### src/rtl/spd_pkg.sv
package spd_pkg;

    typedef enum logic [2:0] {
        S_HOLD_CLR,
        S_RELEASE,
        S_INIT_PULSE,
        S_IDLE,
        S_BIT_LOW,
        S_BIT_HIGH,
        S_LATCH_PULSE
    } spd_state_e;

endpackage

### src/rtl/spd_phase_timer.sv
module spd_phase_timer #(
    parameter int PHASE_CLKS = 3
) (
    input  logic clk_i,
    input  logic rst_ni,
    input  logic restart_i,
    output logic tick_o
);
    localparam int CW = (PHASE_CLKS > 1) ? $clog2(PHASE_CLKS) : 1;
    localparam logic [CW-1:0] LAST = CW'(PHASE_CLKS - 1);

    logic [CW-1:0] cnt_q;

    assign tick_o = (cnt_q == LAST);

    always_ff @(posedge clk_i or negedge rst_ni) begin
        if (!rst_ni) begin
            cnt_q <= '0;
        end else if (restart_i) begin
            cnt_q <= '0;
        end else begin
            cnt_q <= cnt_q + 1'b1;
        end
    end

    a_r5_count_in_range: assert property (@(posedge clk_i) disable iff (!rst_ni)
        cnt_q <= LAST);

endmodule

### src/rtl/spd_shifter.sv
module spd_shifter #(
    parameter int DEV_W   = 8,
    parameter int NUM_DEV = 2
) (
    input  logic                       clk_i,
    input  logic                       rst_ni,
    input  logic                       load_i,
    input  logic [DEV_W*NUM_DEV-1:0]   word_i,
    input  logic                       shift_i,
    output logic                       msb_o,
    output logic                       last_o
);
    localparam int WORD_W = DEV_W * NUM_DEV;
    localparam int BCW    = $clog2(WORD_W);
    localparam logic [BCW-1:0] LAST_BIT = BCW'(WORD_W - 1);

    logic [WORD_W-1:0] swapped;
    logic [WORD_W-1:0] sr_q;
    logic [BCW-1:0]    bcnt_q;

    // device order reversal: the slice for the device nearest the data pin
    // is shifted last, so it is placed at the low end of the stream
    for (genvar g = 0; g < NUM_DEV; g++) begin : g_reorder
        assign swapped[g*DEV_W +: DEV_W] = word_i[(NUM_DEV-1-g)*DEV_W +: DEV_W];
    end

    always_ff @(posedge clk_i or negedge rst_ni) begin
        if (!rst_ni) begin
            sr_q   <= '0;
            bcnt_q <= '0;
        end else if (load_i) begin
            sr_q   <= swapped;
            bcnt_q <= '0;
        end else if (shift_i) begin
            sr_q   <= {sr_q[WORD_W-2:0], 1'b0};
            bcnt_q <= bcnt_q + 1'b1;
        end
    end

    assign msb_o  = sr_q[WORD_W-1];
    assign last_o = (bcnt_q == LAST_BIT);

    a_r4_no_shift_past_last: assert property (@(posedge clk_i) disable iff (!rst_ni)
        shift_i |-> !last_o);

endmodule

### src/rtl/sipo_pair_driver.sv
module sipo_pair_driver
    import spd_pkg::*;
#(
    parameter int DEV_W      = 8,
    parameter int NUM_DEV    = 2,
    parameter int PHASE_CLKS = 3
) (
    input  logic                     clk_i,
    input  logic                     rst_ni,
    input  logic                     load_i,
    input  logic [DEV_W*NUM_DEV-1:0] word_i,
    output logic                     busy_o,
    output logic                     done_o,
    output logic                     sdata_o,
    output logic                     sck_o,
    output logic                     rck_o,
    output logic                     clr_n_o,
    output logic [DEV_W*NUM_DEV-1:0] latched_o
);
    localparam int WORD_W = DEV_W * NUM_DEV;

    spd_state_e        state_q, state_d;
    logic              tick, restart, accept, shift, bit_msb, bit_last;
    logic              done_q;
    logic [WORD_W-1:0] hold_q, latched_q;

    assign accept  = (state_q == S_IDLE) && load_i;
    assign restart = tick || (state_q == S_IDLE);
    assign shift   = (state_q == S_BIT_HIGH) && tick && !bit_last;

    spd_phase_timer #(.PHASE_CLKS(PHASE_CLKS)) u_timer (
        .clk_i     (clk_i),
        .rst_ni    (rst_ni),
        .restart_i (restart),
        .tick_o    (tick)
    );

    spd_shifter #(.DEV_W(DEV_W), .NUM_DEV(NUM_DEV)) u_shifter (
        .clk_i   (clk_i),
        .rst_ni  (rst_ni),
        .load_i  (accept),
        .word_i  (word_i),
        .shift_i (shift),
        .msb_o   (bit_msb),
        .last_o  (bit_last)
    );

    // state register
    always_ff @(posedge clk_i or negedge rst_ni) begin
        if (!rst_ni) begin
            state_q <= S_HOLD_CLR;
        end else begin
            state_q <= state_d;
        end
    end

    // next state
    always_comb begin
        state_d = state_q;
        unique case (state_q)
            S_HOLD_CLR:    if (tick) state_d = S_RELEASE;
            S_RELEASE:     if (tick) state_d = S_INIT_PULSE;
            S_INIT_PULSE:  if (tick) state_d = S_IDLE;
            S_IDLE:        if (load_i) state_d = S_BIT_LOW;
            S_BIT_LOW:     if (tick) state_d = S_BIT_HIGH;
            S_BIT_HIGH:    if (tick) state_d = bit_last ? S_LATCH_PULSE : S_BIT_LOW;
            S_LATCH_PULSE: if (tick) state_d = S_IDLE;
            default:       state_d = S_HOLD_CLR;
        endcase
    end

    // outputs decoded from the state register
    always_comb begin
        sck_o   = 1'b0;
        rck_o   = 1'b0;
        sdata_o = 1'b0;
        clr_n_o = 1'b1;
        busy_o  = 1'b1;
        unique case (state_q)
            S_HOLD_CLR:    clr_n_o = 1'b0;
            S_RELEASE:     ;
            S_INIT_PULSE:  rck_o = 1'b1;
            S_IDLE:        busy_o = 1'b0;
            S_BIT_LOW:     sdata_o = bit_msb;
            S_BIT_HIGH: begin
                sdata_o = bit_msb;
                sck_o   = 1'b1;
            end
            S_LATCH_PULSE: rck_o = 1'b1;
            default:       clr_n_o = 1'b0;
        endcase
    end

    always_ff @(posedge clk_i or negedge rst_ni) begin
        if (!rst_ni) begin
            done_q    <= 1'b0;
            hold_q    <= '0;
            latched_q <= '0;
        end else begin
            done_q <= (state_q == S_LATCH_PULSE) && tick;
            if (accept) hold_q <= word_i;
            if ((state_q == S_LATCH_PULSE) && tick) latched_q <= hold_q;
        end
    end

    assign done_o    = done_q;
    assign latched_o = latched_q;

    a_r4_data_steady_high: assert property (@(posedge clk_i) disable iff (!rst_ni)
        (sck_o && $past(sck_o)) |-> $stable(sdata_o));

    a_r6_no_latch_while_shifting: assert property (@(posedge clk_i) disable iff (!rst_ni)
        sck_o |-> !rck_o);

    a_r2_latch_with_clear_released: assert property (@(posedge clk_i) disable iff (!rst_ni)
        rck_o |-> clr_n_o);

    a_r8_done_single_cycle: assert property (@(posedge clk_i) disable iff (!rst_ni)
        done_o |=> !done_o);

    a_r8_done_at_latch_fall: assert property (@(posedge clk_i) disable iff (!rst_ni)
        done_o |-> (!busy_o && !rck_o && $past(rck_o)));

    a_r7_busy_load_ignored: assert property (@(posedge clk_i) disable iff (!rst_ni)
        (busy_o && load_i) |=> $stable(hold_q));

    a_r9_latched_moves_with_done: assert property (@(posedge clk_i) disable iff (!rst_ni)
        !done_o |-> $stable(latched_o));

endmodule

### config.mk
export PLATFORM = sky130hd
export DESIGN_NAME = sipo_pair_driver
export DESIGN_NICKNAME = d
export VERILOG_FILES = /design/src/rtl/spd_pkg.sv /design/src/rtl/spd_phase_timer.sv /design/src/rtl/spd_shifter.sv /design/src/rtl/sipo_pair_driver.sv
export SDC_FILE = /design/constraint.sdc
export NUM_CORES = 1
export LEC_CHECK = 0
export CAP_MARGIN = 20
export CORE_MARGIN = 5
export CORE_UTILIZATION = 55
export CTS_CLUSTER_SIZE = 16
export DETAILED_ROUTE_END_ITERATION = 8
export HOLD_SLACK_MARGIN = 0.08
export PLACE_DENSITY_LB_ADDON = 0.3
export SETUP_SLACK_MARGIN = 0.5
export SYNTH_ARGS = -nofsm -noshare
export SYNTH_HDL_FRONTEND = slang
export SYNTH_SLANG_ARGS = --single-unit
### constraint.sdc
create_clock -name clk_i -period 4.54 [get_ports clk_i]
set_clock_uncertainty 0.15 [all_clocks]
set_input_delay 0.908 -clock clk_i [delete_from_list [all_inputs] [get_ports clk_i]]
set_output_delay 0.908 -clock clk_i [all_outputs]
set_load 0.01 [all_outputs]
==> metrics.yaml <==
outcome:
  status: "finished clean"
place:
  hpwl_um: 3080
  placed_cell_area_mm2: 0.00289
  io_buffers: 40
  routabilityCongestion: 0.760
global_route:
  overflow: 0
  grt_max_degree: 59
  grt_usage_pct: 16.8
  antenna_found_initial: 0
  grt_pass1_vias: 1758
  grt_pass1_wl_um: 7990
clock_network:
  post_cts_buffers: 0
  cts.reportedPaths.clkPinSlew_ns: 0.06
  clkSinkCount: 58
  cts.path.max_buffers: 2
  cts.repair.resized: 0
  cts_hold_repair.buffers: 0
  root_buffer: "clkbuf_8"
  clkLatencyLatePin_ns: 0.32
  ctsHtreeMaxLevel: 3
  cts_buffers: 9
  cts_tree: "built"
sta:
  fmax_mhz: 347
  setup_tns_ns: 0
  post-route-period-util_pct: 63.4
  setup_viol: 0
  timing.slew.headroom_pct: 45.4
  fin_crit_ns: 2.88
  worst_pin_slew_ns: 0.816
  drv_slew: 0
  hold_viol_final: 0
  rsz0062_at_grt: "no"
finish:
  antenna-diode-count: 0
  finalNetCount: 290
  drive_gt1_share_pct: 14.3
  area_delta_synth_final_pct: 21.7
  final_area_mm2: 0.00308
logic_synthesis:
  seq_area_frac_synth_pct: 57.3
  synth.most_common_cell: "nand2_1"
  synthesis.area_mm2: 0.00253
  synth-main-ff-cell: "dfrtp_1"
  synth_warnings: 0
  syn_nets: 252
  ys_top_cells_by_count: "nand2_1, dfrtp_1, nand3_1"
  synthTopCellsByArea: "dfrtp_1, nand2_1, mux2_4, o211ai_1, nand3_1"
  yosysTopAreaCell: "dfrtp_1"
  ys_ff_latch: 58
  syn_avg_cell_area_um2: 11.0
  yosys.cell_types.count: 28
  synth_top_area_share_pct: 57.3
  synth_edf_count: 0
  async_flop_share_pct: 100
  synth_cells: 231
power:
  powerDensity_mw_per_mm2: 635
  p_leak_nw: 1.50
  peakVddDrop_mv: 0.326
worst_setup_path:
  end_kind: "output pin"
  cp-start-kind: "flop"
  critPathTopFamily: "flip-flops"
  path_cells: "nand2_1 > nor2_1 > inv_1 > clkdlybuf4s50_1"
  crit_fanout: 13
  critPathLaunch: "state_q[0]"
  crit_arrival_ns: 1.82
  required_ns: 3.48
  worst-path-buf-inv: 2
  critical-path-max-stage-delay_ns: 0.62
  critPathSlowestCell: "dfrtp_1"
  r2r-start: "u_timer.cnt_q[0]"
  path_class: "reg -> out"
hold_path:
  hold_class: "reg -> reg"
  hp-start: "u_timer.cnt_q[0]"
route:
  drc: 0
  first_iter_violations: 106
  drt_pass1_iterations: 4
  dr_total_vias: 1769
  viasPerCell: 5.44
  wl_per_cell_um: 14.4
  wl_um: 4680
  route.antenna.remaining_nets: 0
die:
  core_mm2: 0.00441
  initial_core_util_pct: 57.3
  dieArea_mm2: 0.00606
  die_h_um: 77.8
  fp.dieW_um: 77.8
  rows: 24
  io_pins: 41
run:
  max_cap_violations: 0
[kinds of logic after synthesis]
kind of cell	synth area share (%)
multiplexers	8.45
AO/OA/AOI/OAI	7.27
AND/OR/NAND/NOR	21.3
buffers and inverters	4.70
adder cells (fa/ha/maj)	0.988
flip-flops	57.3
[layout make-up]
class | instances | area (um2)
Timing Repair Buffer | 41 | 403
Clock inverter | 2 | 10.0
Clock buffer | 13 | 179
Fill cell | 331 | 1330
Inverter | 3 | 11.3
Tap cell | 52 | 65.1
Sequential cell | 58 | 1450
Multi-Input combinational cell | 156 | 961
[stage by stage]
| stage | util [%] | hold WS [ns] | setup WS, ns | std cells | total power, mW |
|---|---|---|---|---|---|
| floorplan | - | 0.262 | 2.56 | 231 | 1.30 |
| global placement | 65.5 | 0.271 | 1.82 | 310 | 1.51 |
| detailed placement | 65.5 | 0.282 | 1.76 | 310 | 1.54 |
| CTS | 69.8 | 0.289 | 1.62 | 325 | 1.98 |
| global route | 69.8 | 0.320 | 1.50 | 325 | 2.10 |
| finish | 69.8 | 0.283 | 1.66 | 325 | 1.96 |
[worst register-to-register path, delay by kind of cell (launching register included)]
family          cells  cell delay [ns]
compound gates      1             0.15
fa+ha+maj           1             0.39
buf+inv             1             0.06
flops               1             0.37
simple gates        2             0.85
[layer usage]
metal | vias to the layer above | global-route usage (%) | routed length [um]
met5 | - | 0 | 0
met4 | 0 | 8.25 | 89
met3 | 10 | 5.21 | 226
met2 | 36 | 25.5 | 2110
met1 | 855 | 22.0 | 2250
li1 | 868 | - | -
[report_power, final]
part	total (mW)	internal, mW	switching, mW
Combinational	0.610	0.347	0.263
Clock	0.438	0.253	0.185
Sequential	0.907	0.745	0.162
Total	1.96	1.35	0.610
[flip-flops by register name, indices dropped and copies added, names as in the netlist]
| name | count |
|---|---|
| state_q | 3 |
| latched_o | 16 |
| u_shifter.bcnt_q | 4 |
| hold_q | 16 |
| u_timer.cnt_q | 2 |
| u_shifter.sr_q | 16 |
| done_o | 1 |
[placed cells by master (no fill, tap or decap), types with 5 or more instances in the layout]
cell type        instances
dfrtp_1                 58
nand2_1                 69
mux2_2                   7
clkdlybuf4s50_1         39
nor2_1                   5
mux2_4                   9
o211ai_1                15
clkbuf_8                13
nor3_1                   5
nand3_1                 18
a21oi_1                  7
[worst paths after layout]
| path | to | slack, ns | cells after the start |
|---|---|---|---|
| max | busy_o | 1.66 | 4 |
| min | u_timer.cnt_q[0] | 0.28 | 1 |
| max reg2reg | u_shifter.bcnt_q[2] | 2.49 | 5 |
| min reg2reg | u_timer.cnt_q[0] | 0.28 | 1 |
| max in group asynchronous | latched_o[7] | 3.21 | 2 |
| min in group asynchronous | u_timer.cnt_q[0] | 0.56 | 2 |
No activity file was read; power rests on OpenSTA's default activity.
